==> src/rtl/ccr_pkg.sv <==
package ccr_pkg;

  typedef enum logic [2:0] {
    OPC_NONE    = 3'd0,
    OPC_ADD     = 3'd1,
    OPC_ADC     = 3'd2,
    OPC_SUB     = 3'd3,
    OPC_LOGIC   = 3'd4,
    OPC_SHIFT   = 3'd5,
    OPC_BITTEST = 3'd6,
    OPC_SPARE   = 3'd7
  } opc_e;

  typedef struct packed {
    logic h;
    logic i;
    logic n;
    logic z;
    logic c;
  } flags_t;

  localparam int unsigned VIEW_W    = 8;
  localparam int unsigned FLAG_W    = 5;
  localparam logic [2:0]  VIEW_FILL = 3'b111;

  typedef struct packed {
    logic we_h;
    logic we_nz;
    logic we_c;
  } flag_we_t;

endpackage

==> src/rtl/ccr_rst_sync.sv <==
module ccr_rst_sync #(
  parameter int unsigned STAGES = 2
) (
  input  logic clk,
  input  logic arst_n,
  output logic srst_n
);

  logic [STAGES-1:0] sync_q;

  always_ff @(posedge clk or negedge arst_n) begin
    if (!arst_n) begin
      sync_q <= '0;
    end else begin
      sync_q <= {sync_q[STAGES-2:0], 1'b1};
    end
  end

  assign srst_n = sync_q[STAGES-1];

endmodule

==> src/rtl/ccr_flag_calc.sv <==
module ccr_flag_calc
  import ccr_pkg::*;
#(
  parameter int unsigned DW = 8
) (
  input  opc_e           op,
  input  logic [DW-1:0]  a,
  input  logic [DW-1:0]  m,
  input  logic [DW-1:0]  r,
  input  logic           aux,
  output flags_t         res,
  output flag_we_t       we
);

  localparam int unsigned MSB = DW - 1;
  localparam int unsigned HB  = DW / 2 - 1;

  logic [DW-1:0] add_co;
  logic [DW-1:0] sub_bo;
  logic          res_zero;

  // Per-bit carry and borrow out, rebuilt from operands and result.
  for (genvar b = 0; b < DW; b++) begin : g_chain
    assign add_co[b] = (a[b] & m[b]) | (m[b] & ~r[b]) | (~r[b] & a[b]);
    assign sub_bo[b] = (~a[b] & m[b]) | (m[b] & r[b]) | (r[b] & ~a[b]);
  end

  assign res_zero = ~|r;

  always_comb begin
    res     = '0;
    res.h   = add_co[HB];
    res.n   = r[MSB];
    res.z   = res_zero;
    res.c   = 1'b0;
    we      = '0;
    unique case (op)
      OPC_ADD, OPC_ADC: begin
        we    = '{we_h: 1'b1, we_nz: 1'b1, we_c: 1'b1};
        res.c = add_co[MSB];
      end
      OPC_SUB: begin
        we    = '{we_h: 1'b0, we_nz: 1'b1, we_c: 1'b1};
        res.c = sub_bo[MSB];
      end
      OPC_LOGIC: begin
        we    = '{we_h: 1'b0, we_nz: 1'b1, we_c: 1'b0};
      end
      OPC_SHIFT: begin
        we    = '{we_h: 1'b0, we_nz: 1'b1, we_c: 1'b1};
        res.c = aux;
      end
      OPC_BITTEST: begin
        we    = '{we_h: 1'b0, we_nz: 1'b0, we_c: 1'b1};
        res.c = aux;
      end
      default: begin
        we    = '0;
      end
    endcase
  end

endmodule

==> src/rtl/ccr_flag_store.sv <==
module ccr_flag_store
  import ccr_pkg::*;
(
  input  logic                clk,
  input  logic                srst_n,
  input  logic                upd_en,
  input  flag_we_t            calc_we,
  input  flags_t              calc_res,
  input  logic                mask_set,
  input  logic                mask_clr,
  input  logic                pull_en,
  input  logic [VIEW_W-1:0]   pull_byte,
  output flags_t              cur
);

  flags_t flags_q;
  flags_t flags_d;
  logic   en_h;
  logic   en_i;
  logic   en_nz;
  logic   en_c;
  flags_t pulled;

  assign pulled = flags_t'(pull_byte[FLAG_W-1:0]);

  // Clock enables, one per field group.
  assign en_h  = pull_en | (upd_en & calc_we.we_h);
  assign en_nz = pull_en | (upd_en & calc_we.we_nz);
  assign en_c  = pull_en | (upd_en & calc_we.we_c);
  assign en_i  = pull_en | mask_set | mask_clr;

  always_comb begin
    flags_d = flags_q;
    if (pull_en) begin
      flags_d = pulled;
    end else begin
      flags_d.h = calc_res.h;
      flags_d.n = calc_res.n;
      flags_d.z = calc_res.z;
      flags_d.c = calc_res.c;
      flags_d.i = mask_set;
    end
  end

  always_ff @(posedge clk or negedge srst_n) begin
    if (!srst_n) begin
      flags_q <= '{h: 1'b0, i: 1'b1, n: 1'b0, z: 1'b0, c: 1'b0};
    end else begin
      if (en_h) begin
        flags_q.h <= flags_d.h;
      end
      if (en_i) begin
        flags_q.i <= flags_d.i;
      end
      if (en_nz) begin
        flags_q.n <= flags_d.n;
        flags_q.z <= flags_d.z;
      end
      if (en_c) begin
        flags_q.c <= flags_d.c;
      end
    end
  end

  assign cur = flags_q;

endmodule

==> src/rtl/ccr_flag_unit.sv <==
module ccr_flag_unit
  import ccr_pkg::*;
#(
  parameter int unsigned DW          = 8,
  parameter int unsigned SYNC_STAGES = 2
) (
  input  logic           clk,
  input  logic           rst_n,
  input  logic           upd_en,
  input  logic [2:0]     op_cls,
  input  logic [DW-1:0]  opnd_a,
  input  logic [DW-1:0]  opnd_m,
  input  logic [DW-1:0]  alu_res,
  input  logic           aux_bit,
  input  logic           mask_set,
  input  logic           mask_clr,
  input  logic           pull_en,
  input  logic [7:0]     pull_byte,
  output logic           flag_h,
  output logic           flag_i,
  output logic           flag_n,
  output logic           flag_z,
  output logic           flag_c,
  output logic [7:0]     ccr_byte
);

  logic     srst_n;
  flags_t   calc_res;
  flag_we_t calc_we;
  flags_t   cur;

  ccr_rst_sync #(.STAGES(SYNC_STAGES)) u_rst (
    .clk    (clk),
    .arst_n (rst_n),
    .srst_n (srst_n)
  );

  ccr_flag_calc #(.DW(DW)) u_calc (
    .op  (opc_e'(op_cls)),
    .a   (opnd_a),
    .m   (opnd_m),
    .r   (alu_res),
    .aux (aux_bit),
    .res (calc_res),
    .we  (calc_we)
  );

  ccr_flag_store u_store (
    .clk       (clk),
    .srst_n    (srst_n),
    .upd_en    (upd_en),
    .calc_we   (calc_we),
    .calc_res  (calc_res),
    .mask_set  (mask_set),
    .mask_clr  (mask_clr),
    .pull_en   (pull_en),
    .pull_byte (pull_byte),
    .cur       (cur)
  );

  assign flag_h   = cur.h;
  assign flag_i   = cur.i;
  assign flag_n   = cur.n;
  assign flag_z   = cur.z;
  assign flag_c   = cur.c;
  assign ccr_byte = {VIEW_FILL, cur};

endmodule

==> config.mk <==
export PLATFORM = sky130hd
export DESIGN_NAME = ccr_flag_unit
export DESIGN_NICKNAME = d
export VERILOG_FILES = /design/src/rtl/ccr_pkg.sv /design/src/rtl/ccr_rst_sync.sv /design/src/rtl/ccr_flag_calc.sv /design/src/rtl/ccr_flag_store.sv /design/src/rtl/ccr_flag_unit.sv
export SDC_FILE = /design/constraint.sdc
export NUM_CORES = 1
export LEC_CHECK = 0
export ABC_CLOCK_PERIOD_IN_PS = 800
export BUFFER_PORTS_ARGS = -buffer_cell sky130_fd_sc_hd__buf_4
export CAP_MARGIN = 40
export CELL_PAD_IN_SITES_DETAIL_PLACEMENT = 1
export CELL_PAD_IN_SITES_GLOBAL_PLACEMENT = 1
export CORE_ASPECT_RATIO = 1.1
export CORE_MARGIN = 2
export CORE_UTILIZATION = 22
export DETAILED_ROUTE_END_ITERATION = 10
export PLACE_DENSITY = 0.79
export SETUP_SLACK_MARGIN = 0.15
export SYNTH_ARGS = -nofsm -noshare
export SYNTH_HDL_FRONTEND = slang
export SYNTH_HIERARCHICAL = 1
export SYNTH_SLANG_ARGS = --single-unit
==> constraint.sdc <==
create_clock -name clk -period 0.8 [get_ports clk]
set_input_delay 0.16 -clock clk [delete_from_list [all_inputs] [get_ports clk]]
set_output_delay 0.16 -clock clk [all_outputs]
set_load 0.005 [all_outputs]
==> summary.txt <==
STA
  • Finish-stage setup viols: 15
  • Share of the clock period used by the worst path: 131%
  • Setup ws final: -0.246 ns
  • Setup TNS: -2.75 ns
  • RSZ-0062 raised after global routing: true
  • Slew Viols, Final: 0
  • Fin. Hold Viols: 0
  • Fmax: 956 MHz
  • Period minus WS final: 1.05 ns
  • Clk_skew: 0.000219 ns

GRT
  • Initial antenna violation count: 0
  • Gr ovfl total: 0
  • Vias in the first global route: 572
  • Largest net degree at the start of global routing: 11
  • First-pass GRT wire length: 2260 um
  • GRT Total Usage: 10.9%

Yosys
  • Post-synth design cell area: 524 um^2
  • Synth Area per Inst: 8.74 um^2
  • Mapped Cells: 60
  • Synth warn: 6

Route
  • DR pass1 iterations: 4
  • Initial DRC count: 3
  • Final ANT Viol Nets: 0
  • Vias per cell: 4.42
  • WL/cell: 12.8 um
  • Number of remaining DRC errors: 0
  • WL final: 1640 um
  • Detailed-route via count: 566

Cells and area
  • Nets: 141
  • Area Growth Syn to Fin: 85.2%
  • Final instance area: 971 um^2
  • Antenna diodes: 0
  • Post-Layout Cell Count: 128
  • Share of layout cells above drive strength 1: 58.2%

Floorplanning
  • Ports: 55
  • Total die area: 2790 um^2
  • Std cell rows: 18
  • Core area: 2250 um^2
  • Chip Width: 50.5 um
  • Die Ht: 55.2 um
  • Initial Utilization: 23.3%

Placement
  • Placed cell area: 827 um^2
  • DP HPWL: 1280 um
  • Port bufs: 36
  • Placed insts: 123
  • Placer Congestion: 0.620

Power
  • Pleak: 0.458 nW
  • Clock Power Share: 27.7%
  • Sw Ratio: 26.9%
  • PD cells: 1240 nW/um^2
  • Design Power: 1.20 mW
  • Seq pwr share: 34.1%
  • Pint: 0.879 mW
  • Gate power share: 38.2%
  • NetSw: 0.324 mW
  • Maximum vdd drop: 515 uV

Setup path
  • R2R cell count: 2
  • Crit Path Category: reg2out
  • CP Launch Type: flop
  • Crit end category: output port
  • Stages on the worst setup path: 1
  • Worst path slowest cell: dfstp_2
  • Largest stage delay on the critical path: 0.53 ns
  • Worst-path fanout max: 3
  • CP cell instances: buf_4
  • Required @ worst endpoint: 0.64 ns
  • Top Family by Delay on Critical Path: flip-flops
  • Crit path buf inv count: 1
  • Worst EP arrival: 0.89 ns

Clocking
  • CTS buffer count: 3
  • Total setup buffers inserted after CTS: 0
  • Bufs on Longest Clock Path: 2
  • Clk_lat worst skew: 0.25 ns
  • Root buffer cell: clkbuf_4
  • H-tree depth: 1
  • CTS tree: yes
  • Clk slew on worst S/H paths: 0.06 ns
  • Clock sink count: 7

Hold path
  • HP Class: reg2async

Run status
  • Status: finished with violations
  • Failing checks: negative setup slack

Run
  • Max-Cap Viols: 0
## sequential cells by signal, indices dropped and copies added (netlist names)
signal	count
u_store/cur	5
u_rst/sync_q	2
## power groups by stage
stage	Sequential [mW]	Combinational (mW)	Clock (mW)
floorplan	0.421	0.175	0
global placement	0.411	0.368	0
detailed placement	0.413	0.380	0
CTS	0.411	0.446	0.342
global route	0.414	0.496	0.344
finish	0.410	0.460	0.333
## cell type report
type | count | area [um^2]
clock buffer | 4 | 26.3
fill | 272 | 1280
multi-input combinational | 44 | 338
sequential | 7 | 176
tap | 30 | 37.5
timing repair buffer | 43 | 393
## path summary, 6_finish.rpt
path	from	slack, ns	to
max	u_store/cur[3]$_DFFE_PN1P_	-0.25	ccr_byte[3]
min	u_rst/sync_q[1]$_DFF_PN0_	0.09	u_store/cur[1]$_DFFE_PN0P_
max reg2reg	u_store/cur[0]$_DFFE_PN0P_	-0.10	u_store/cur[0]$_DFFE_PN0P_
min reg2reg	u_rst/sync_q[1]$_DFF_PN0_	0.09	u_store/cur[1]$_DFFE_PN0P_
max in group asynchronous	u_rst/sync_q[1]$_DFF_PN0_	0.46	u_store/cur[3]$_DFFE_PN1P_
min in group clk	mask_set	0.14	u_store/cur[3]$_DFFE_PN1P_
## what timing repair did
action,4_1_cts,5_1_grt
resized for setup,20,8
hold endpoints to repair,2,0
setup endpoints to repair,15,15
pin swaps,5,3
hold buffers,1,0
## placed cells by master (no fill, tap or decap), drive strengths merged
| cell | instances |
|---|---|
| or4 | 2 |
| dfstp | 1 |
| nor2b | 1 |
| o2bb2ai | 1 |
| and4b | 1 |
| nor3b | 1 |
| o31a | 5 |
| a21oi | 2 |
| o21ai | 1 |
| dlygate4sd3 | 1 |
| and3 | 5 |
| conb | 4 |
| a21boi | 4 |
| nor3 | 2 |
| buf | 42 |
| nand2 | 2 |
| clkbuf | 4 |
| mux2i | 1 |
| dfrtp | 6 |
| nor4 | 1 |
| nor2 | 5 |
| nand2b | 5 |
| xnor2 | 1 |
## stage by stage
| step | util, % | hold slack [ns] | setup slack [ns] |
|---|---|---|---|
| 2_1_floorplan | - | -0.136 | -0.355 |
| 3_3_place_gp | 36.7 | -0.0573 | -0.425 |
| 3_5_place_dp | 36.7 | -0.0566 | -0.438 |
| 4_1_cts | 41.6 | 0.0931 | -0.255 |
| 5_1_grt | 43.1 | 0.110 | -0.260 |
| 6_report | 43.1 | 0.0901 | -0.246 |
## metal layers
| layer | global-route usage [%] | part of all wire, % | vias up |
|---|---|---|---|
| li1 | - | - | 278 |
| met2 | 22.4 | 59 | 20 |
| met1 | 11.5 | 37 | 268 |
| met4 | 5.41 | 0 | 0 |
| met5 | 0 | 0 | - |
| met3 | 0.806 | 4.1 | 0 |
No activity file was read; power rests on OpenSTA's default activity.
